**src/rtl/txq_stop_pkg.sv**
```systemverilog
package txq_stop_pkg;
  typedef enum logic [3:0] {
    S_IDLE, S_EARLY, S_DIS, S_EN_CHK, S_EN_WAIT, S_PD_CHK, S_PD_WAIT,
    S_QUIET, S_QWAIT, S_RP_CHK, S_RP_WAIT, S_FIN
  } seq_state_e;

  localparam logic [1:0] ST_OK      = 2'd0;
  localparam logic [1:0] ST_BUSY    = 2'd1;
  localparam logic [1:0] ST_INVALID = 2'd2;

  localparam int QUIET_SHIFT = 10;
  localparam logic [7:0] QUIET_PER = 8'd100;
  localparam logic [7:0] QUIET_DUR = 8'd10;
endpackage

```
**src/rtl/txq_tick_wait.sv**
```systemverilog
module txq_tick_wait #(
  parameter int CW = 9
) (
  input  logic          clk_i,
  input  logic          rst_ni,
  input  logic          start_i,
  input  logic          tick_i,
  input  logic [CW-1:0] lim_i,
  output logic          done_o
);
  logic [CW-1:0] cnt_q;

  assign done_o = (cnt_q >= lim_i);

  always_ff @(posedge clk_i or negedge rst_ni) begin
    if (!rst_ni)                cnt_q <= '0;
    else if (start_i)           cnt_q <= '0;
    else if (tick_i && !done_o) cnt_q <= cnt_q + 1'b1;
  end
endmodule

```
**src/rtl/txq_poll_cnt.sv**
```systemverilog
module txq_poll_cnt #(
  parameter int W = 10
) (
  input  logic         clk_i,
  input  logic         rst_ni,
  input  logic         clr_i,
  input  logic         inc_i,
  output logic [W-1:0] cnt_o
);
  always_ff @(posedge clk_i or negedge rst_ni) begin
    if (!rst_ni)     cnt_o <= '0;
    else if (clr_i)  cnt_o <= '0;
    else if (inc_i)  cnt_o <= cnt_o + 1'b1;
  end
endmodule

```
**src/rtl/txq_stop_seq.sv**
```systemverilog
module txq_stop_seq
  import txq_stop_pkg::*;
#(
  parameter int NUM_Q       = 8,
  parameter int PEND_W      = 10,
  parameter int TSF_W       = 32,
  parameter int POLL_US     = 100,
  parameter int QUIET_US    = 400,
  parameter int EN_POLLS    = 1000,
  parameter int PEND_POLLS1 = 1000,
  parameter int PEND_POLLS2 = 100,
  localparam int QW  = $clog2(NUM_Q),
  localparam int NW  = TSF_W - QUIET_SHIFT
) (
  input  logic              clk_i,
  input  logic              rst_ni,
  input  logic              stop_req_i,
  input  logic [QW-1:0]     stop_q_i,
  input  logic              escalate_en_i,
  input  logic [NUM_Q-1:0]  q_active_i,
  input  logic              us_tick_i,
  input  logic [NUM_Q-1:0]  q_txe_i,
  input  logic [PEND_W-1:0] pend_cnt_i,
  input  logic [TSF_W-1:0]  tsf_i,
  output logic [QW-1:0]     sel_q_o,
  output logic              early_term_o,
  output logic [NUM_Q-1:0]  txd_o,
  output logic              quiet_en_o,
  output logic [7:0]        quiet_per_o,
  output logic [7:0]        quiet_dur_o,
  output logic [NW-1:0]     quiet_next_o,
  output logic              idle_force_o,
  output logic              busy_o,
  output logic              done_o,
  output logic [1:0]        status_o
);
  localparam int TMAX = (QUIET_US > POLL_US) ? QUIET_US : POLL_US;
  localparam int TW   = $clog2(TMAX + 1);
  localparam int PMX1 = (EN_POLLS > PEND_POLLS1) ? EN_POLLS : PEND_POLLS1;
  localparam int PMAX = (PMX1 > PEND_POLLS2) ? PMX1 : PEND_POLLS2;
  localparam int PW   = $clog2(PMAX + 1);

  seq_state_e    state_q;
  logic          esc_q, pend_nz_q;
  logic          t_start, t_done, pc_clr, pc_inc;
  logic [TW-1:0] t_lim;
  logic [PW-1:0] pc;
  logic          en_exit, pd_exit, rp_exit;

  assign en_exit = !q_txe_i[sel_q_o] || (pc == PW'(EN_POLLS));
  assign pd_exit = !pend_nz_q || (pc == PW'(PEND_POLLS1));
  assign rp_exit = !pend_nz_q || (pc == PW'(PEND_POLLS2));
  assign t_lim   = (state_q == S_QWAIT) ? TW'(QUIET_US) : TW'(POLL_US);

  always_comb begin
    t_start = 1'b0;
    pc_inc  = 1'b0;
    pc_clr  = 1'b0;
    unique case (state_q)
      S_DIS:     pc_clr = 1'b1;
      S_EN_CHK:  if (en_exit) pc_clr = 1'b1; else begin pc_inc = 1'b1; t_start = 1'b1; end
      S_PD_CHK,
      S_RP_CHK:  begin pc_inc = 1'b1; t_start = 1'b1; end
      S_PD_WAIT: pc_clr = t_done && pd_exit;
      S_QUIET:   begin t_start = 1'b1; pc_clr = 1'b1; end
      default:   ;
    endcase
  end

  txq_tick_wait #(.CW(TW)) u_wait (
    .clk_i, .rst_ni, .start_i(t_start), .tick_i(us_tick_i), .lim_i(t_lim), .done_o(t_done)
  );

  txq_poll_cnt #(.W(PW)) u_polls (
    .clk_i, .rst_ni, .clr_i(pc_clr), .inc_i(pc_inc), .cnt_o(pc)
  );

  always_ff @(posedge clk_i or negedge rst_ni) begin
    if (!rst_ni) begin
      state_q      <= S_IDLE;
      sel_q_o      <= '0;
      esc_q        <= 1'b0;
      pend_nz_q    <= 1'b0;
      early_term_o <= 1'b0;
      txd_o        <= '0;
      quiet_en_o   <= 1'b0;
      quiet_per_o  <= '0;
      quiet_dur_o  <= '0;
      quiet_next_o <= '0;
      idle_force_o <= 1'b0;
      busy_o       <= 1'b0;
      done_o       <= 1'b0;
      status_o     <= ST_OK;
    end else begin
      done_o <= 1'b0;
      unique case (state_q)
        S_IDLE: if (stop_req_i) begin
          if (!q_active_i[stop_q_i]) begin
            done_o   <= 1'b1;
            status_o <= ST_INVALID;
          end else begin
            sel_q_o   <= stop_q_i;
            esc_q     <= escalate_en_i;
            pend_nz_q <= 1'b0;
            busy_o    <= 1'b1;
            state_q   <= S_EARLY;
          end
        end
        S_EARLY: begin early_term_o <= 1'b1; state_q <= S_DIS; end
        S_DIS: begin
          txd_o   <= NUM_Q'(1) << sel_q_o;
          state_q <= S_EN_CHK;
        end
        S_EN_CHK:  state_q <= en_exit ? S_PD_CHK : S_EN_WAIT;
        S_EN_WAIT: if (t_done) state_q <= S_EN_CHK;
        S_PD_CHK: begin pend_nz_q <= |pend_cnt_i; state_q <= S_PD_WAIT; end
        S_PD_WAIT: if (t_done) begin
          if (!pd_exit)      state_q <= S_PD_CHK;
          else if (pend_nz_q && esc_q) state_q <= S_QUIET;
          else               state_q <= S_FIN;
        end
        S_QUIET: begin
          quiet_per_o  <= QUIET_PER;
          quiet_dur_o  <= QUIET_DUR;
          quiet_next_o <= NW'(tsf_i >> QUIET_SHIFT);
          quiet_en_o   <= 1'b1;
          idle_force_o <= 1'b1;
          state_q      <= S_QWAIT;
        end
        S_QWAIT: if (t_done) begin quiet_en_o <= 1'b0; state_q <= S_RP_CHK; end
        S_RP_CHK: begin pend_nz_q <= |pend_cnt_i; state_q <= S_RP_WAIT; end
        S_RP_WAIT: if (t_done) begin
          if (rp_exit) begin idle_force_o <= 1'b0; state_q <= S_FIN; end
          else state_q <= S_RP_CHK;
        end
        S_FIN: begin
          early_term_o <= 1'b0;
          txd_o        <= '0;
          busy_o       <= 1'b0;
          done_o       <= 1'b1;
          status_o     <= pend_nz_q ? ST_BUSY : ST_OK;
          state_q      <= S_IDLE;
        end
        default: state_q <= S_IDLE;
      endcase
    end
  end


  done_pulse_chk: assert property (@(posedge clk_i) disable iff (!rst_ni) done_o |=> !done_o);

  busy_fall_chk: assert property (@(posedge clk_i) disable iff (!rst_ni) $fell(busy_o) |-> done_o);

  early_before_dis_chk: assert property (@(posedge clk_i) disable iff (!rst_ni) (|txd_o) |-> early_term_o);

  txd_onehot_chk: assert property (@(posedge clk_i) disable iff (!rst_ni) $onehot0(txd_o));

  quiet_idle_chk: assert property (@(posedge clk_i) disable iff (!rst_ni) quiet_en_o |-> idle_force_o);

  fin_clear_chk: assert property (@(posedge clk_i) disable iff (!rst_ni)
    done_o |-> (!early_term_o && txd_o == '0 && !idle_force_o && !quiet_en_o));

  invalid_idle_chk: assert property (@(posedge clk_i) disable iff (!rst_ni)
    (done_o && status_o == ST_INVALID) |-> (!busy_o && !early_term_o));

  sel_stable_chk: assert property (@(posedge clk_i) disable iff (!rst_ni)
    (busy_o && $past(busy_o)) |-> $stable(sel_q_o));

  quiet_cfg_chk: assert property (@(posedge clk_i) disable iff (!rst_ni)
    $rose(quiet_en_o) |-> (quiet_per_o == QUIET_PER && quiet_dur_o == QUIET_DUR));
endmodule

```
**config.mk**
```make
export PLATFORM = sky130hd
export DESIGN_NAME = txq_stop_seq
export DESIGN_NICKNAME = d
export VERILOG_FILES = /design/src/rtl/txq_stop_pkg.sv /design/src/rtl/txq_tick_wait.sv /design/src/rtl/txq_poll_cnt.sv /design/src/rtl/txq_stop_seq.sv
export SDC_FILE = /design/constraint.sdc
export NUM_CORES = 1
export LEC_CHECK = 0
export BUFFER_PORTS_ARGS = -buffer_cell sky130_fd_sc_hd__buf_2
export CELL_PAD_IN_SITES_DETAIL_PLACEMENT = 1
export CELL_PAD_IN_SITES_GLOBAL_PLACEMENT = 1
export CORE_AREA = 3 3 100 102
export CTS_CLUSTER_SIZE = 8
export DETAILED_ROUTE_END_ITERATION = 16
export DIE_AREA = 0 0 103 105
export PLACE_DENSITY = 0.84
export SYNTH_ARGS = -nofsm -noshare
export SYNTH_HDL_FRONTEND = slang
export SYNTH_HIERARCHICAL = 1
export SYNTH_SLANG_ARGS = --single-unit
export TNS_END_PERCENT = 20
```
**constraint.sdc**
```tcl
create_clock -name clk_i -period 7.5 [get_ports clk_i]
set_input_delay 0.375 -clock clk_i [delete_from_list [all_inputs] [get_ports clk_i]]
set_output_delay 0.375 -clock clk_i [all_outputs]
set_load 0.02 [all_outputs]
```
======== Word-level counts from Yosys, hierarchy flattened ========
Cells that the tools add are included.
word-level totals
  bits in registers ....................... 67
  input port bits ......................... 66
operators by class
  multiplexer cells ....................... 45
  order comparisons ....................... 3
  equality and inequality tests ........... 21
  shift operators ......................... 1
  reductions and logical operators ........ 29
  add/subtract/negate cells ............... 2
operator list
  kind                   count
  $pmux 4 s11            1
  $mux 4                 8
  $mux 9                 3
  $mux 10                2
  $eq 4x3->1 const B     4
  $eq 4x4->1 const B     4
  $ne 2x2->1 const B     8
  $pmux 1 s2             8
  $pmux 8 s2             1
  $reduce_bool 2->1      8
  $mux 1                 15
  $reduce_and 3->1       5
  $add 10x1->10 const B  1
  $eq 10x10->1 const B   1
  $eq 10x7->1 const B    1
  $reduce_or 10->1       1
  $add 9x1->9 const B    1
  $ge 9x9->1             1
  $eq 4x2->1 const B     2
  $lt 3x4->1 const B     2
  $shl 1x3->8 const A    1
  $bmux 1 s3             2
  $mux 2                 3
  $reduce_and 6->1       1
  10 further kinds       17

======== Logic depth before layout (Yosys ltp) ========
  depth after elaboration ................. 8
  mapped depth ............................ 17
  gate-level depth less buffers ........... 14

======== Cells and area by module ========
Netlist, hierarchy kept.
by module, submodules not included
  module         instances  area each (um^2)  sequential area each (um^2)  cells each
  txq_stop_seq   1          2,377.3           1,176.1                      270
  txq_tick_wait  1          742.0             225.2                        82
  txq_poll_cnt   1          495.5             250.2                        47

======== Least setup slack after synthesis ========
OpenSTA, ideal clock, no wires.
  path type ............................... register to register
  start point ............................. reg state_q[2]
  end point ............................... reg u_polls.cnt_o[7]
  library setup time ...................... 0.078 ns
  setup slack ............................. 3.869 ns
  stages on the path, launching flop included .. 17
  data arrival time ....................... 3.552 ns
  period minus slack after synthesis ...... 3.631 ns
  path buffers ............................ 3
  cell sequence ........................... dfrtp_1 -> clkbuf_1 -> nand2b_1 -> clkbuf_1 -> nor3_1 -> inv_1 -> ha_1 -> and3_4 -> nand4_1 -> o21ai_1 -> buf_2 -> or2b_1 -> a21oi_1 -> nand2_1 -> o2111ai_4 -> or4_1 -> a21oi_1
on the way
  longest elaborated chain between the ends .. 6
  elaborated cells between the ends (all ways) .. 16
  those cells by class .................... 1 x order compare; 7 x eq/ne; 4 x mux; 4 x reduce/logical
RTL lines
  item                                                 RTL line             text
  start, declared                                      txq_stop_seq.sv:43   seq_state_e state_q;
  start signal, assigned                               txq_stop_seq.sv:114  S_EN_CHK: state_q <= en_exit ? S_PD_CHK : S_EN_WAIT;
  $eq 4x4->1 *                                         txq_stop_seq.sv:53   assign t_lim = (state_q == S_QWAIT) ? TW'(QUIET_US) : TW'(POLL_US);
  $mux 9 *                                             txq_stop_seq.sv:53
  via t_lim[4]                                         txq_stop_seq.sv:46   logic [TW-1:0] t_lim;
  $ge 9x9->1 *                                         txq_tick_wait.sv:13  assign done_o = (cnt_q >= lim_i);
  via t_done                                           txq_stop_seq.sv:45   logic t_start, t_done, pc_clr, pc_inc;
  $logic_and 1x1->1 *                                  txq_stop_seq.sv:64   S_PD_WAIT: pc_clr = t_done && pd_exit;
  $pmux 1 s3 *                                         txq_stop_seq.sv:59   unique case (state_q)
  via pc_clr                                           txq_stop_seq.sv:45
  $mux 10 / $reduce_bool 2->1 (equally long branches)  n/a
  end signal, assigned                                 txq_poll_cnt.sv:13   else if (inc_i) cnt_o <= cnt_o + 1'b1;
  end, declared                                        txq_poll_cnt.sv:8    output logic [W-1:0] cnt_o
The timed path passes the listed nets; every way through them passes the cells marked *.
A chain may end at the register's enable or synchronous reset.

======== Worst setup path in the final report ========
  start point ............................. reg state_q[2]
  end point ............................... reg u_polls.cnt_o[8]
Same word-level chain as after synthesis.

==> results_dict.tcl <==
set metrics [dict create \
    outcome "completed" \
    period_share_pct 65.5 \
    peakVddDrop_mv 0.0620 \
    drv_slew 0 \
    synth-xor-area-share_pct 1.21 \
    critPathMaxStageDelay_ns 0.82 \
    mostFrequentLayoutCell "buf_2" \
    final_layout_size_suffix_gt1_share_pct 27.2 \
    ys_seq_area_share_pct 45.7 \
    rows 35 \
    synth_cell_types 52 \
    clk_latency_ns 0.33 \
    post-dp-hpwl_um 7030 \
    synth_area_um2 3610 \
    grt_setup_unrepaired "no" \
    ys_seq_elements 66 \
    cts_buffers 9 \
    timing.rr.start "state_q[2]$_DFFE_PN0P_" \
    clock_path_buffers 2 \
    skew_ns 0.00804 \
    critPathKind "register to register" \
    leakage_nw 2.13 \
    antenna_found_initial 0 \
    critPathTopFamily "simple AND/OR/NAND/NOR gates" \
    h-tree-depth 3 \
    grt_overflow_total 0 \
    numPortBuffers 100 \
    grt_usage_pct 17.8 \
    die_y_um 105 \
    first_global_vias 3205 \
    dieArea_um2 10800 \
    clock.fmax_ghz 0.204 \
    crit_arrival_ns 5.16 \
    cts_hold_buffers 0 \
    via_count 3223 \
    synth_top_family_by_area "simple AND/OR/NAND/NOR gates" \
    dr.pass1.iters 4 \
    path_buf_inv 1 \
    cp_slowest_cell "o21ai_1" \
    via_per_inst 5.30 \
    start_kind "register" \
    dieWidth_um 103 \
    critPathLaunch "state_q[2]$_DFFE_PN0P_" \
    crit_cells 13 \
    synthMuxAreaShare_pct 4.47 \
    cp-end-kind "register" \
    cts_resized 0 \
    cellPowerDensity_nw_per_um2 174 \
    drcViolationCount 0 \
    synth_edf_count 0 \
    synthCells 399 \
    setup_viol 0 \
    max_slew_margin_pct 29.1 \
    postCtsSetupBuffers 0 \
    regToRegSetupSlack_ns 2.59 \
    final_cell_mix "100 x buf_2, 90 x nand2_1, 66 x dfrtp_1" \
    wl_per_cell_um 15.8 \
    floorplan.initialDensity_pct 39.3 \
    fin_setup_tns_ns 0 \
    synth_fa_ha_area_share_pct 3.81 \
    area_growth_pct 19.5 \
    worstPathRequired_ns 7.75 \
    p_total_mw 0.753 \
    tightest_slew_ns 1.06 \
    top_level_ports 122 \
    wl_um 9580 \
    clkSinkCount 66 \
    ant_nets 0 \
    grt_pass1_wl_um 15500 \
    fin_crit_ns 4.91 \
    cp-endpoint "u_polls/cnt_o[8]$_DFFE_PN0P_" \
    synth-compound-area-share_pct 14.0 \
    dr.first_iter.drc_count 105 \
    cp_cell_sequence "nand2b_1 -> nor3_1 -> inv_1 -> ha_1 -> and3_4 -> nand4_1 -> o21ai_1 -> or2b_1 -> a21oi_1 -> nand2_1 -> o2111ai_4 -> or4_1 -> a21oi_1" \
    synth_ff_type "dfrtp_1" \
    nets 570 \
    diodes 0 \
    yosysWarnings 6 \
    cts_tree "built" \
    yosys.area_share.simple_pct 24.3 \
    r2r_cells 13 \
    r2r-end "u_polls/cnt_o[8]$_DFFE_PN0P_" \
    core_area_um2 9200 \
    clk_pin_slew_ns 0.07 \
    crit_top_cell "a21oi_1" \
    grt_max_degree 67 \
    synth.avg_cell_area_um2 9.06 \
    place_congestion 0.781 \
    path_max_fanout 18 \
    drv_cap 0 \
    cts_root_buf "clkbuf_8" \
    finalHoldViolations 0 \
    worst_hold_path_type "input pin to async pin" \
    ys_async_sr_fraction_pct 100 \
]
[worst register-to-register path, stage by stage (launching register included)]
cell and delay [ns]:
dfrtp_1 0.59, nand2b_1 0.39, nor3_1 0.47, inv_1 0.10, ha_1 0.37, and3_4 0.23, nand4_1 0.10, o21ai_1 0.82
or2b_1 0.36, a21oi_1 0.11, nand2_1 0.37, o2111ai_4 0.25, or4_1 0.52, a21oi_1 0.16
[through the flow]
step | setup WS [ns] | hold WS, ns | cell area [um^2] | utilization, % | cells
after floorplan | 3.87 | 0.0794 | 3660 | - | 412
after global placement | 2.89 | 0.455 | 4140 | 45.0 | 593
after detailed placement | 2.67 | 0.462 | 4140 | 45.0 | 593
after CTS | 2.61 | 0.213 | 4320 | 47.0 | 608
after global routing | 2.15 | 0.216 | 4320 | 47.0 | 608
final | 2.59 | 0.229 | 4320 | 47.0 | 608
[final cells by class]
type | instances | area (um^2)
fill | 1118 | 4880
multi-input combinational | 300 | 1780
sequential | 66 | 1650
timing repair buffer | 102 | 515
tap | 111 | 139
clock buffer | 9 | 124
clock inverter | 6 | 58.8
inverter | 14 | 52.6
[cells by family (layout without fill, tap and decap cells)]
kind of cell / after synthesis / in the layout
muxes: 13 / 13
xor gates and xnor gates: 5 / 5
other: 1 / 14
buffers and inverters: 46 / 131
AOI/OAI and AO/OA: 74 / 74
adders and majority gates: 11 / 11
and+or+nand+nor: 183 / 183
DFF: 66 / 66
[Yosys cell counts (6+ instances only)]
library cell	n	area [um^2]
nand2_1	90	338
ha_1	11	138
nand4_1	8	50.1
nand3_1	8	40.0
or3_1	7	43.8
clkbuf_1	13	48.8
nor3_1	8	40.0
buf_4	16	120
nor2b_1	9	56.3
a21oi_1	25	125
o31ai_1	6	45.0
mux2i_1	6	60.1
dfrtp_1	66	1650
or4_1	8	60.1
o21ai_0	16	80.1
inv_1	14	52.6
nor2_1	23	86.3
[per-layer routing]
layer	track usage, %	up-vias	wire (um)
met2	31.2	73	5100
met4	5.92	0	113
met1	21.8	1592	4030
met3	2.87	11	336
met5	0	-	0
li1	-	1547	-
[report_power, final]
part	total (mW)	internal, mW	switching (mW)
clock network	0.287	0.150	0.137
registers	0.384	0.368	0.0157
logic	0.0818	0.0387	0.0431
[how the worst min path moves through the flow]
stage,startpoint,to,slack [ns],cells past startpoint
finish,rst_ni,done_o$_DFF_PN0_,0.23,2
global route,tsf_i[23],quiet_next_o[13]$_DFFE_PN0P_,0.22,3
CTS,tsf_i[24],quiet_next_o[14]$_DFFE_PN0P_,0.21,3
detailed placement,quiet_next_o[0]$_DFFE_PN0P_,quiet_next_o[0]$_DFFE_PN0P_,0.46,2
global placement,quiet_next_o[20]$_DFFE_PN0P_,quiet_next_o[20]$_DFFE_PN0P_,0.45,2
floorplan,rst_ni,busy_o$_DFFE_PN0P_,0.08,0
[sequential cells by signal (all words and copies together) (netlist names)]
signal and flops:
busy_o 1, done_o 1, early_term_o 1, esc_q 1
idle_force_o 1, pend_nz_q 1, quiet_en_o 1, quiet_next_o 22
quiet_per_o 1, sel_q_o 3, state_q 4, status_o 2
txd_o 8, u_polls/cnt_o 10, u_wait/cnt_q 9
No activity file was read; power rests on OpenSTA's default activity.
